### src/rtl/protLvlPkg.sv
package protLvlPkg;

  typedef enum logic {
    ST_IDLE,
    ST_WALK
  } walkState_t;

  typedef struct packed {
    logic capturePend;
    logic flagErr;
    logic applyLoad;
    logic startErase;
    logic advPage;
    logic finishErase;
  } ctlStrobes_t;

endpackage

### src/rtl/protLvlControl.sv
module protLvlControl
  import protLvlPkg::*;
(
  input  logic        clk,
  input  logic        rstN,
  input  logic        optWrEn,
  input  logic        loadStrobe,
  input  logic        eraseAck,
  input  logic        reqIllegal,
  input  logic        atLevel2,
  input  logic        regression,
  input  logic        pageSkip,
  input  logic        lastPage,
  output ctlStrobes_t ctl,
  output logic        busy,
  output logic        eraseReq
);

  walkState_t state, stateNext;

  always_ff @(posedge clk or negedge rstN) begin
    if (!rstN) state <= ST_IDLE;
    else       state <= stateNext;
  end

  always_comb begin
    ctl       = '0;
    stateNext = state;
    eraseReq  = 1'b0;
    case (state)
      ST_IDLE: begin
        if (optWrEn) begin
          if (reqIllegal) ctl.flagErr     = 1'b1;
          else            ctl.capturePend = 1'b1;
        end
        if (loadStrobe && !atLevel2) begin
          if (regression) begin
            ctl.startErase = 1'b1;
            stateNext      = ST_WALK;
          end else begin
            ctl.applyLoad = 1'b1;
          end
        end
      end
      ST_WALK: begin
        eraseReq = !pageSkip;
        if (pageSkip || eraseAck) begin
          if (lastPage) begin
            ctl.finishErase = 1'b1;
            stateNext       = ST_IDLE;
          end else begin
            ctl.advPage = 1'b1;
          end
        end
      end
      default: stateNext = ST_IDLE;
    endcase
  end

  assign busy = (state == ST_WALK);

  AST_REQ_NEEDS_BUSY: assert property (@(posedge clk) disable iff (!rstN)
    eraseReq |-> busy);

  AST_REQ_HOLD: assert property (@(posedge clk) disable iff (!rstN)
    (eraseReq && !eraseAck) |=> eraseReq);

endmodule

### src/rtl/protLvlDatapath.sv
module protLvlDatapath
  import protLvlPkg::*;
#(
  parameter int NUM_PAGES = 16,
  localparam int PAGE_W = $clog2(NUM_PAGES)
) (
  input  logic              clk,
  input  logic              rstN,
  input  ctlStrobes_t       ctl,
  input  logic              errClr,
  input  logic [1:0]        optLevel,
  input  logic              optFlag,
  input  logic              optRangeValid,
  input  logic [PAGE_W-1:0] optRangeStart,
  input  logic [PAGE_W-1:0] optRangeEnd,
  output logic              reqIllegal,
  output logic              atLevel2,
  output logic              regression,
  output logic              pageSkip,
  output logic              lastPage,
  output logic [1:0]        curLevel,
  output logic              protActive,
  output logic              errFlag,
  output logic              backupClr,
  output logic [PAGE_W-1:0] erasePage
);

  localparam logic [PAGE_W-1:0] LAST_IDX = PAGE_W'(NUM_PAGES - 1);
  localparam logic [PAGE_W:0]   PAGE_LIM = (PAGE_W + 1)'(NUM_PAGES);

  logic [1:0]        pendLevel;
  logic              pendFlag, pendValid;
  logic [PAGE_W-1:0] pendStart, pendEnd;
  logic              actFlag, actValid;
  logic [PAGE_W-1:0] actStart, actEnd;
  logic              fullErase;
  logic [PAGE_W-1:0] pageCnt;
  logic              fullNow, anyErase, pageInRange, badRange;

  assign badRange    = optRangeValid &&
                       ((optRangeStart > optRangeEnd) || ({1'b0, optRangeEnd} >= PAGE_LIM));
  assign atLevel2    = (curLevel == 2'd2);
  assign reqIllegal  = atLevel2 || (optLevel == 2'd3) || badRange;
  assign regression  = (curLevel == 2'd1) && (pendLevel == 2'd0);
  assign fullNow     = !actValid || actFlag;
  assign anyErase    = fullNow || (actStart != '0) || (actEnd != LAST_IDX);
  assign pageInRange = actValid && (pageCnt >= actStart) && (pageCnt <= actEnd);
  assign pageSkip    = !fullErase && pageInRange;
  assign lastPage    = (pageCnt == LAST_IDX);
  assign erasePage   = pageCnt;
  assign protActive  = actValid;

  always_ff @(posedge clk or negedge rstN) begin
    if (!rstN) begin
      pendLevel <= 2'd0;
      pendFlag  <= 1'b0;
      pendValid <= 1'b0;
      pendStart <= '0;
      pendEnd   <= '0;
    end else if (ctl.capturePend) begin
      pendLevel <= optLevel;
      pendFlag  <= optFlag;
      pendValid <= optRangeValid;
      pendStart <= optRangeStart;
      pendEnd   <= optRangeEnd;
    end else if (ctl.finishErase) begin
      pendFlag  <= actFlag;
      pendValid <= actValid && !fullErase;
      pendStart <= actStart;
      pendEnd   <= actEnd;
    end
  end

  always_ff @(posedge clk or negedge rstN) begin
    if (!rstN) begin
      curLevel <= 2'd0;
      actFlag  <= 1'b0;
      actValid <= 1'b0;
      actStart <= '0;
      actEnd   <= '0;
    end else if (ctl.applyLoad) begin
      curLevel <= pendLevel;
      actFlag  <= pendFlag;
      actValid <= pendValid;
      actStart <= pendStart;
      actEnd   <= pendEnd;
    end else if (ctl.finishErase) begin
      curLevel <= 2'd0;
      if (fullErase) actValid <= 1'b0;
    end
  end

  always_ff @(posedge clk or negedge rstN) begin
    if (!rstN) begin
      fullErase <= 1'b0;
      pageCnt   <= '0;
      backupClr <= 1'b0;
    end else begin
      backupClr <= ctl.startErase && anyErase;
      if (ctl.startErase) begin
        fullErase <= fullNow;
        pageCnt   <= '0;
      end else if (ctl.advPage) begin
        pageCnt <= pageCnt + 1'b1;
      end
    end
  end

  always_ff @(posedge clk or negedge rstN) begin
    if (!rstN)               errFlag <= 1'b0;
    else if (ctl.flagErr)    errFlag <= 1'b1;
    else if (errClr)         errFlag <= 1'b0;
  end

  AST_LEVEL2_STICKY: assert property (@(posedge clk) disable iff (!rstN)
    (curLevel == 2'd2) |=> (curLevel == 2'd2));

  AST_BACKUP_PULSE: assert property (@(posedge clk) disable iff (!rstN)
    backupClr |=> !backupClr);

endmodule

### src/rtl/protLevelCtrl.sv
module protLevelCtrl
  import protLvlPkg::*;
#(
  parameter int NUM_PAGES = 16,
  localparam int PAGE_W = $clog2(NUM_PAGES)
) (
  input  logic              clk,
  input  logic              rstN,
  input  logic              optWrEn,
  input  logic [1:0]        optLevel,
  input  logic              optFlag,
  input  logic              optRangeValid,
  input  logic [PAGE_W-1:0] optRangeStart,
  input  logic [PAGE_W-1:0] optRangeEnd,
  input  logic              errClr,
  input  logic              loadStrobe,
  output logic              eraseReq,
  output logic [PAGE_W-1:0] erasePage,
  input  logic              eraseAck,
  output logic              backupClr,
  output logic [1:0]        curLevel,
  output logic              protActive,
  output logic              busy,
  output logic              errFlag
);

  ctlStrobes_t ctl;
  logic reqIllegal, atLevel2, regression, pageSkip, lastPage;

  protLvlControl uControl (
    .clk        (clk),
    .rstN       (rstN),
    .optWrEn    (optWrEn),
    .loadStrobe (loadStrobe),
    .eraseAck   (eraseAck),
    .reqIllegal (reqIllegal),
    .atLevel2   (atLevel2),
    .regression (regression),
    .pageSkip   (pageSkip),
    .lastPage   (lastPage),
    .ctl        (ctl),
    .busy       (busy),
    .eraseReq   (eraseReq)
  );

  protLvlDatapath #(.NUM_PAGES(NUM_PAGES)) uDatapath (
    .clk           (clk),
    .rstN          (rstN),
    .ctl           (ctl),
    .errClr        (errClr),
    .optLevel      (optLevel),
    .optFlag       (optFlag),
    .optRangeValid (optRangeValid),
    .optRangeStart (optRangeStart),
    .optRangeEnd   (optRangeEnd),
    .reqIllegal    (reqIllegal),
    .atLevel2      (atLevel2),
    .regression    (regression),
    .pageSkip      (pageSkip),
    .lastPage      (lastPage),
    .curLevel      (curLevel),
    .protActive    (protActive),
    .errFlag       (errFlag),
    .backupClr     (backupClr),
    .erasePage     (erasePage)
  );

  AST_LEVEL_ONLY_ON_LOAD: assert property (@(posedge clk) disable iff (!rstN)
    (curLevel != $past(curLevel)) |-> ($past(loadStrobe) || $past(busy)));

  AST_PAGE_ASCEND: assert property (@(posedge clk) disable iff (!rstN)
    (eraseReq && eraseAck) |=> (!busy || (erasePage > $past(erasePage))));

  AST_REQ_PAGE_STABLE: assert property (@(posedge clk) disable iff (!rstN)
    (eraseReq && !eraseAck) |=> $stable(erasePage));

  AST_ERR_FROM_WRITE: assert property (@(posedge clk) disable iff (!rstN)
    $rose(errFlag) |-> $past(optWrEn));

endmodule

### config.mk
export PLATFORM = sky130hd
export DESIGN_NAME = protLevelCtrl
export DESIGN_NICKNAME = d
export VERILOG_FILES = /design/src/rtl/protLvlPkg.sv /design/src/rtl/protLvlControl.sv /design/src/rtl/protLvlDatapath.sv /design/src/rtl/protLevelCtrl.sv
export SDC_FILE = /design/constraint.sdc
export NUM_CORES = 1
export LEC_CHECK = 0
export CAP_MARGIN = 30
export CORE_ASPECT_RATIO = 1.75
export CORE_MARGIN = 8
export CORE_UTILIZATION = 45
export DETAILED_ROUTE_END_ITERATION = 7
export PLACE_DENSITY = 0.78
export SKIP_LAST_GASP = 1
export SLEW_MARGIN = 0
export SYNTH_ARGS = -nofsm -noshare
export SYNTH_HDL_FRONTEND = slang
export SYNTH_SLANG_ARGS = --single-unit
export TNS_END_PERCENT = 20
### constraint.sdc
create_clock -name clk -period 4.3 [get_ports clk]
set_clock_uncertainty 0.15 [all_clocks]
set_input_delay 1.29 -clock clk [delete_from_list [all_inputs] [get_ports clk]]
set_output_delay 1.29 -clock clk [all_outputs]
set_load 0.02 [all_outputs]
==> results.md <==
- Status: completed
- Worst slew pin tran: 557 ps
- Critical Path AT: 2480 ps
- Final Max Tran Viols: 0
- Worst slew margin: 62.4%
- Wire length per cell: roughly 16 um
- Leak pwr: 1.04 nW
- Clock Tree Root: clkbuf_8
- GP Congestion: between 0.8 and 0.9
- Post-synth EDFFs: 0
- Initial Util: 45.6%
- Synthesized cell area: 1730 um2
- Syn avg cell area: between 10 and 15 um2
- Register area share after synthesis: between 40% and 50%
- Worst vdd ir: about 0.42 mV
- Pin count of the biggest net entering global routing: 33
- CTS max path bufs: 2
- Yosys cell types: 38
- Antenna Cells: 0
- Worst hold slack: 325 ps
- Antenna Violating Nets Remaining: 0
- Count of final setup violators: 0
- Worst-path clk slew: 60 ps
- R2R Path Start: uDatapath.erasePage[0]
- Proportion of layout cells with a drive suffix above 1: between 10% and 20%
- Area of the core: 3790 um2
- Mapped Cells: between 150 and 200
- First-pass GRT wire length: 6780 um
- Max FO, Critical Path: 6
- Maxcap violations: 0
- Vias/cell: 5.54
- Final TNS setup: 0 ps
- Startpoint types: flop
- Hold WC Path Type: reg -> reg
- Worst setup EP type: primary output
- DR vias: 1379
- Buffers added on ports: 28
- H-tree depth: 2
- FFs w/ async S/R, synth: 100%
- Reg-to-Reg End: uDatapath.pendValid
- Die height: 98.0 um
- CP required: 2860 ps
- Sink Count: 32
- Layout Cells excl Fill: 249
- Ys flop type: dfrtp_1
- Synthesis-to-finish area growth: 26.5%
- CTS resizes: 0
- # nets final: 231
- Synthesized flop and latch total: 32
- Final min period: just under 4000 ps
- Routed WL: 3980 um
- Period Utilization, post-route: between 90% and 100%
- R2R depth: 9
- Area fraction of the dominant cell type after synthesis: 46.3%
- Final hold violations: 0
- Post-DP HPWL: around 3100 um
- Setup Buffers After CTS: 0
- Cts bufs inserted: 5
- Top-count cell post-synth: dfrtp_1
- Most area-hungry cell type in the Yosys netlist: dfrtp_1
- Initial antenna violation count: 0
- RSZ-0062 raised after global routing: false
- Placed cell areas: 2080 um2
- Setup crit end: eraseReq
- Slowest Stage Delay on Critical Path: roughly 620 ps
- Die area: 6160 um2
- Drt pass-1 iters: 4
- Worst skew pair latency: between 200 and 300 ps
- Die width: around 63 um
- PwrDens: 681 nW/um2
- Critical path startpoint: uDatapath.erasePage[0]
- Crit Path Category: reg -> out
- Hold-fix buffers at CTS: 0
- Slowest-stage cell, CP: clkdlybuf4s50_1
- Fmax achieved: 255 MHz
- Dpl cells: 241
- Residual DRC count: 0
- Filler cell count in the final layout: ~330
- Reg-to-reg slack, setup: approximately 1600 ps
- Final Instance Area: around 2200 um2
- Net count after synthesis: 195
- GR Overflow Total: 0
- Initial DRC Count: 41
- CTS tree: built
- Vias in the first global route: 1448
- Synth top cells by count: dfrtp_1, nand2_1, ha_1, inv_1
- Gr usage total: 13.6%
- Yosys warns: 0
- Core Rows: 30
- Worst-path cell chain: inv_1, ha_1, nand2b_1, a2111o_1, a31oi_1, clkdlybuf4s50_1
- I/O pin count: 29
- Area contributors post-synth: dfrtp_1, ha_1, a22o_2
[area by class of cell]
| cell class | instances | area, um2 | area share (%) |
|---|---|---|---|
| flip-flops and latches | 32 | 801 | 36.6 |
| clock buffers | 6 | 72.6 | 3.32 |
| multi-input cells | 116 | 861 | 39.3 |
| clock inverters | 2 | 35.0 | 1.60 |
| repair buffers | 32 | 310 | 14.2 |
| well taps | 48 | 60.1 | 2.74 |
| inverters | 13 | 48.8 | 2.23 |
[through the flow]
step	util, %	total power [W]	setup WS [ps]
4_1_cts	57.7	0.00150	369
6_report	57.7	0.00149	381
2_1_floorplan	-	0.000976	1060
3_5_place_dp	54.9	0.00122	495
5_1_grt	57.7	0.00161	245
3_3_place_gp	54.9	0.00120	594
[kinds of logic (layout without fill, tap and decap cells)]
kind of cell | Yosys count | count (layout) | share of synthesized area, %
buffers and inverters | 16 | 53 | 3.98
DFF | 32 | 32 | 46.3
AOI/OAI and AO/OA | 45 | 45 | 19.2
and+or+nand+nor | 50 | 50 | 16.1
adders and majority gates | 13 | 13 | 9.40
muxes | 8 | 8 | 5.06
[worst max-delay path: cells and delay by family, from the launching register on]
family | cells | cell delay (ps)
adder cells (fa/ha/maj) | 1 | 290
buffers and inverters | 2 | 730
AO/OA/AOI/OAI | 2 | 590
AND/OR/NAND/NOR | 1 | 140
flip-flops | 1 | 450
[routing by layer]
metal / track usage [%] / part of all wire (%)
met3: 3.10 / 3.5
met1: 13.3 / 38
met4: 7.95 / 2.5
met5: 0 / 0
met2: 25.0 / 56
[worst min-delay path by stage]
stage	to	slack [ps]	startpoint	depth (start not counted)
after detailed placement	uDatapath.pendEnd[0]	310	uDatapath.pendEnd[0]	1
after global routing	uDatapath.pendEnd[2]	340	uDatapath.pendEnd[2]	1
final	uDatapath.pendStart[1]	320	uDatapath.pendStart[1]	1
after global placement	uDatapath.pendEnd[0]	310	uDatapath.pendEnd[0]	1
after CTS	uDatapath.pendStart[0]	330	uDatapath.pendStart[0]	1
after floorplan	uDatapath.pendEnd[0]	290	uDatapath.pendEnd[0]	1
[cells in the final DEF, fill, tap and decap left out, types with 2 or more instances in the layout]
master / count
nor2_1: 4
nor4b_1: 2
a21oi_1: 4
nand2b_1: 2
a22o_2: 9
mux2i_1: 2
inv_1: 13
clkbuf_8: 5
and3_1: 3
buf_4: 4
o211ai_1: 2
nor3_1: 3
o21ai_0: 10
nand3_1: 2
ha_1: 13
nand4_1: 2
mux2_2: 6
nand2_1: 21
a31oi_1: 2
clkdlybuf4s50_1: 28
nor2b_1: 4
a21o_1: 10
dfrtp_1: 32
[sequential cells by signal, indices dropped and copies added (netlist names), 2 cells and up]
name and cells:
uDatapath.actEnd 4, uDatapath.actStart 4, uDatapath.erasePage 4, uDatapath.pendEnd 4, uDatapath.pendStart 4, uDatapath.curLevel 2
uDatapath.pendLevel 2
[power breakdown]
part	switching [W]	internal [W]	leakage, nW
Sequential	0.000122	0.000437	0.397
Combinational	0.000328	0.000320	0.590
Clock	0.000111	0.000172	0.0552
No activity file was read; power rests on OpenSTA's default activity.
